## src/rtl/burst_seq_pkg.sv

```systemverilog
package burst_seq_pkg;
  typedef enum logic [2:0] {
    ST_IDLE = 3'd0,
    ST_ADDR = 3'd1,
    ST_DATA = 3'd2,
    ST_XFER = 3'd3,
    ST_PUSH = 3'd4,
    ST_HOLD = 3'd5
  } seq_state_t;

  localparam int PULSE_N = 5;
  localparam int P_START = 0;
  localparam int P_STOP  = 1;
  localparam int P_DONE  = 2;
  localparam int P_NACK  = 3;
  localparam int P_BYTE  = 4;
endpackage

```

## src/rtl/burst_seq_count.sv

```systemverilog
module burst_seq_count #(
  parameter int W = 8
) (
  input  logic         clk,
  input  logic         rst_n,
  input  logic         load,
  input  logic [W-1:0] load_val,
  input  logic         dec,
  output logic [W-1:0] count,
  output logic         last
);
  localparam logic [W-1:0] ONE = W'(1);

  always_ff @(posedge clk or negedge rst_n) begin
    if (!rst_n)
      count <= '0;
    else if (load)
      count <= load_val;
    else if (dec && count != '0)
      count <= count - ONE;
  end

  assign last = (count == ONE);
endmodule

```

## src/rtl/burst_seq_pulse.sv

```systemverilog
module burst_seq_pulse #(
  parameter int N = 5
) (
  input  logic         clk,
  input  logic         rst_n,
  input  logic [N-1:0] set,
  output logic [N-1:0] q
);
  for (genvar i = 0; i < N; i++) begin : g_bit
    always_ff @(posedge clk or negedge rst_n) begin
      if (!rst_n) q[i] <= 1'b0;
      else        q[i] <= set[i];
    end
  end
endmodule

```

## src/rtl/burst_seq_ctrl.sv

```systemverilog
module burst_seq_ctrl
  import burst_seq_pkg::*;
(
  input  logic               clk,
  input  logic               rst_n,
  input  logic               go,
  input  logic               burst_en,
  input  logic               rx_in,
  input  logic               stop_en_in,
  input  logic               len_zero,
  input  logic               restart,
  input  logic               halt,
  input  logic               eng_done,
  input  logic               eng_nack,
  input  logic               tx_valid,
  input  logic               rx_ready,
  input  logic               last,
  output logic               load,
  output logic               dec,
  output logic [PULSE_N-1:0] pset,
  output logic               tx_ready,
  output logic               rx_valid,
  output logic               idle,
  output logic               hold
);
  seq_state_t st, nxt;
  logic rx_q, stop_q;

  always_ff @(posedge clk or negedge rst_n) begin
    if (!rst_n) begin
      st     <= ST_IDLE;
      rx_q   <= 1'b0;
      stop_q <= 1'b0;
    end else begin
      st <= nxt;
      if (st == ST_IDLE && go && burst_en && !len_zero) begin
        rx_q   <= rx_in;
        stop_q <= stop_en_in;
      end
    end
  end

  always_comb begin
    nxt      = st;
    load     = 1'b0;
    dec      = 1'b0;
    pset     = '0;
    tx_ready = 1'b0;
    rx_valid = 1'b0;
    unique case (st)
      ST_IDLE: begin
        if (go && burst_en) begin
          load = 1'b1;
          if (!len_zero) begin
            pset[P_START] = 1'b1;
            nxt = ST_ADDR;
          end
        end
      end
      ST_ADDR: begin
        if (eng_done) begin
          if (eng_nack) begin
            pset[P_STOP] = 1'b1;
            pset[P_NACK] = 1'b1;
            nxt = ST_IDLE;
          end else begin
            nxt = ST_DATA;
          end
        end
      end
      ST_DATA: begin
        tx_ready = !rx_q;
        if (rx_q || tx_valid) begin
          pset[P_BYTE] = 1'b1;
          nxt = ST_XFER;
        end
      end
      ST_XFER: begin
        if (eng_done) begin
          if (eng_nack) begin
            pset[P_NACK] = 1'b1;
            if (stop_q) begin
              pset[P_STOP] = 1'b1;
              nxt = ST_IDLE;
            end else begin
              nxt = ST_HOLD;
            end
          end else if (rx_q) begin
            nxt = ST_PUSH;
          end else begin
            dec = 1'b1;
            if (last) begin
              pset[P_DONE] = 1'b1;
              pset[P_STOP] = stop_q;
              nxt = ST_IDLE;
            end else begin
              nxt = ST_DATA;
            end
          end
        end
      end
      ST_PUSH: begin
        rx_valid = 1'b1;
        if (rx_ready) begin
          dec = 1'b1;
          if (last) begin
            pset[P_DONE] = 1'b1;
            pset[P_STOP] = stop_q;
            nxt = ST_IDLE;
          end else begin
            nxt = ST_DATA;
          end
        end
      end
      ST_HOLD: begin
        if (halt) begin
          pset[P_STOP] = 1'b1;
          nxt = ST_IDLE;
        end else if (restart) begin
          pset[P_START] = 1'b1;
          nxt = ST_ADDR;
        end
      end
      default: nxt = ST_IDLE;
    endcase
  end

  assign idle = (st == ST_IDLE);
  assign hold = (st == ST_HOLD);
endmodule

```

## src/rtl/burst_seq.sv

```systemverilog
module burst_seq
  import burst_seq_pkg::*;
#(
  parameter int LEN_W = 8
) (
  input  logic             clk,
  input  logic             rst_n,
  input  logic             cmd_go,
  input  logic             cmd_burst_en,
  input  logic             cmd_rx,
  input  logic             cmd_stop_en,
  input  logic [LEN_W-1:0] cmd_len,
  input  logic             cmd_restart,
  input  logic             cmd_halt,
  input  logic             eng_done,
  input  logic             eng_nack,
  output logic             byte_go,
  output logic             bus_start,
  output logic             bus_stop,
  output logic             bus_idle,
  output logic             bus_hold,
  input  logic             tx_valid,
  output logic             tx_ready,
  output logic             rx_valid,
  input  logic             rx_ready,
  output logic [LEN_W-1:0] remaining,
  output logic             burst_done,
  output logic             nack_irq
);
  logic               load, dec, last;
  logic [PULSE_N-1:0] pset, pq;

  burst_seq_ctrl u_ctrl (
    .clk        (clk),
    .rst_n      (rst_n),
    .go         (cmd_go),
    .burst_en   (cmd_burst_en),
    .rx_in      (cmd_rx),
    .stop_en_in (cmd_stop_en),
    .len_zero   (cmd_len == '0),
    .restart    (cmd_restart),
    .halt       (cmd_halt),
    .eng_done   (eng_done),
    .eng_nack   (eng_nack),
    .tx_valid   (tx_valid),
    .rx_ready   (rx_ready),
    .last       (last),
    .load       (load),
    .dec        (dec),
    .pset       (pset),
    .tx_ready   (tx_ready),
    .rx_valid   (rx_valid),
    .idle       (bus_idle),
    .hold       (bus_hold)
  );

  burst_seq_count #(.W(LEN_W)) u_count (
    .clk      (clk),
    .rst_n    (rst_n),
    .load     (load),
    .load_val (cmd_len),
    .dec      (dec),
    .count    (remaining),
    .last     (last)
  );

  burst_seq_pulse #(.N(PULSE_N)) u_pulse (
    .clk   (clk),
    .rst_n (rst_n),
    .set   (pset),
    .q     (pq)
  );

  assign bus_start  = pq[P_START];
  assign bus_stop   = pq[P_STOP];
  assign burst_done = pq[P_DONE];
  assign nack_irq   = pq[P_NACK];
  assign byte_go    = pq[P_BYTE];
endmodule

```

## config.mk

```make
export PLATFORM = sky130hd
export DESIGN_NAME = burst_seq
export DESIGN_NICKNAME = d
export VERILOG_FILES = /design/src/rtl/burst_seq_pkg.sv /design/src/rtl/burst_seq_count.sv /design/src/rtl/burst_seq_pulse.sv /design/src/rtl/burst_seq_ctrl.sv /design/src/rtl/burst_seq.sv
export SDC_FILE = /design/constraint.sdc
export NUM_CORES = 1
export LEC_CHECK = 0
export ABC_AREA = 1
export BUFFER_PORTS_ARGS = -buffer_cell sky130_fd_sc_hd__buf_4
export CORE_MARGIN = 2
export CORE_UTILIZATION = 45
export CTS_BUF_LIST = sky130_fd_sc_hd__clkbuf_16
export DETAILED_ROUTE_END_ITERATION = 8
export PLACE_DENSITY = 0.72
export SLEW_MARGIN = 5
export SYNTH_ARGS = -nofsm -noshare
export SYNTH_HDL_FRONTEND = slang
export SYNTH_SLANG_ARGS = --single-unit
```

## constraint.sdc

```tcl
create_clock -name clk -period 1.8 [get_ports clk]
set_input_delay 0.09 -clock clk [delete_from_list [all_inputs] [get_ports clk]]
set_output_delay 0.09 -clock clk [all_outputs]
set_load 0.05 [all_outputs]
```

==> qor.txt <==
CP Launch Type - flip-flop
Initial Util - 46.5%
remaining antenna violation count - 0
Clock transition at path regs - 50 ps
P_leak - 0.883 nW
total negative setup slack - 0 ps
Critical Path End - u_count.count[7]
IO buf count - 36
number of max-cap violations - 0
DR pass1 iterations - 4
crit path max fanout - 14
fin crit share - 86.6%
outcome - complete, no violations
PD cells - 1770 nW/µm²
final setup fails - 0
CTS Root Cell - clkbuf_16
cell taking the most area after synthesis - dfrtp_1
H-Tree Level Count - 1
diodes inserted - 0
Total Die Area - 3220 µm²
nature of the critical path endpoint - flip-flop
critical path data required time - 1930 ps
Avg Cell Area, Syn - 6.83 µm²
All-Layer GR Usage - 21.9%
Max-slew headroom - 74.1%
postcts setup bufs - 0
flop2flop setup slack - 240 ps
Tmin final - 1560 ps
HP Class - input pin to flip-flop
Post-Route WL - 3.29 mm
HPWL Detailed - 2.57 mm
Worst Skew - 4.32 ps
post-CTS sizing - 0
Initial DRC Count - 45
chip height - 56.7 µm
WL/cell - 12.9 µm
CTS tree - done
global route overflow - 0
layout cell share with drive strength beyond 1 - 23.8%
share of flip-flops with an asynchronous set or reset - 100%
largest net degree at the start of global routing - 19
Post-synth EDFFs - 0
FMAX - 642 MHz
CTS buffer count - 3
Post-Syn Instances - 183
Worst EP arrival - 1690 ps
Mapped Area - 1250 µm²
DP Worst Slack - 247 ps
r2r worst-path depth - 7
Die Width - 56.7 µm
Max VDD drop - 1.14 mV
core footprint - 2690 µm²
Vias/cell - 5.16
first-pass GRT wire length - 5.42 mm
#FFs+latches synth - 18
Net Count, Synth - 206
Reg2Reg Launch Point - u_ctrl.st[2]
routability cong. - 0.910
nets - 247
Clock Path Buffers - 2
Area growth syn-to-layout - 31.1%
vias in the first global route - 1,182
final hold vios - 0
r2r endpoint - u_count.count[7]
Synth Flop Type - dfrtp_1
most frequent cell after synthesis - nand2_1
Slew Limit Fails - 0
Hold Startpoint - cmd_rx
Sink Count - 18
crit path from - u_ctrl.st[2]
DRC Markers - 0
Crit Path Category - flip-flop to flip-flop
worst setup margin - 242 ps
vias - 1,310
initial antenna violation count - 0
top cell type's share of synthesized area - 36.0%
worst-skew pair later-pin latency - 250 ps
hold slack - 52.7 ps
top cells by count, synth - nand2_1 (44), nor2_1 (32), inv_1 (20), nand3_1 (20), dfrtp_1 (18)
synth unique cells - 25
site row count - 19
post-layout util - 61.0%
top post-synthesis cells by area - dfrtp_1 (36%), nand2_1 (13%), nor2_1 (9.6%), nand3_1 (8.0%), inv_1 (6.0%)
I/O pin count - 37
sequential-to-total area share from yosys stat - 36.0%
CTS Hold Bufs - 1
RSZ-0062 raised after global routing - no
worst-margin pin slew - 388 ps
yosys warns - 0
==> worst max-delay path, cell delays in order (launching register included) <==
cell and delay [ps]:
dfrtp_1 430, inv_2 80, nand2_2 90, nor3_4 320
inv_4 140, or2_0 230, nand3_1 80, nand2_1 60
==> where the power goes <==
part | switching (mW) | internal [mW] | leakage (nW)
Clock | 0.153 | 0.295 | 0.0385
Combinational | 1.17 | 0.531 | 0.612
Sequential | 0.195 | 0.559 | 0.232
Total | 1.52 | 1.39 | 0.883
==> layout by cell type, fill, tap and decap left out, drive strengths merged <==
cell type	synthesis	layout
clkinv	0	1
dlygate4sd3	0	1
o32ai	1	1
nor2	34	34
nor4	1	1
nor3b	1	1
nand4	3	3
xor2	3	3
nand3	20	20
a21oi	5	5
a22oi	1	1
clkbuf	0	3
o21ai	14	14
dfrtp	18	18
nand2	50	50
or2	1	1
buf	1	36
nor3	3	3
ha	3	3
inv	24	24
==> per-layer routing <==
metal / vias up / share of wire, % / track usage (%)
met5: - / 0 / 0
met4: 0 / 1.6 / 6.80
met3: 8 / 6.1 / 4.38
met2: 45 / 46 / 34.7
met1: 591 / 46 / 29.9
li1: 666 / - / -
==> cells by family (layout without fill, tap and decap cells) <==
logic type	after synthesis	in the layout	share of synthesized area [%]
flops	18	18	36.0
fa+ha+maj	3	3	3.00
compound gates	21	21	8.91
xor+xnor	3	3	2.10
simple gates	113	113	41.6
buf+inv	25	65	8.31
==> area by class of cell <==
cell class	instances	area, µm²
clock buffers	3	75.1
clock inverters	1	3.75
fillers	256	1050
inverters	24	92.6
multi-input cells	140	698
flip-flops and latches	18	450
well taps	31	38.8
repair buffers	37	280
==> stage by stage <==
stage	cells	power, mW	area (µm²)
final	254	2.90	1640
after global routing	254	3.12	1640
after CTS	254	2.90	1640
after detailed placement	249	2.45	1550
after global placement	249	2.44	1550
after floorplan	183	1.98	1250
==> state kept, by name, summed over array words and instances, names as in the netlist <==
register,flops
u_ctrl.rx_q,1
u_ctrl.stop_q,1
u_ctrl.st,3
u_pulse.q,5
u_count.count,8
==> worst min-delay path by stage <==
stage / end / cells past startpoint
CTS: u_ctrl.rx_q / 3
detailed placement: u_count.count[5] / 1
finish: u_ctrl.rx_q / 3
global placement: u_count.count[5] / 1
floorplan: u_count.count[0] / 0
global route: u_ctrl.rx_q / 3
(Power assumes the default switching activity.)
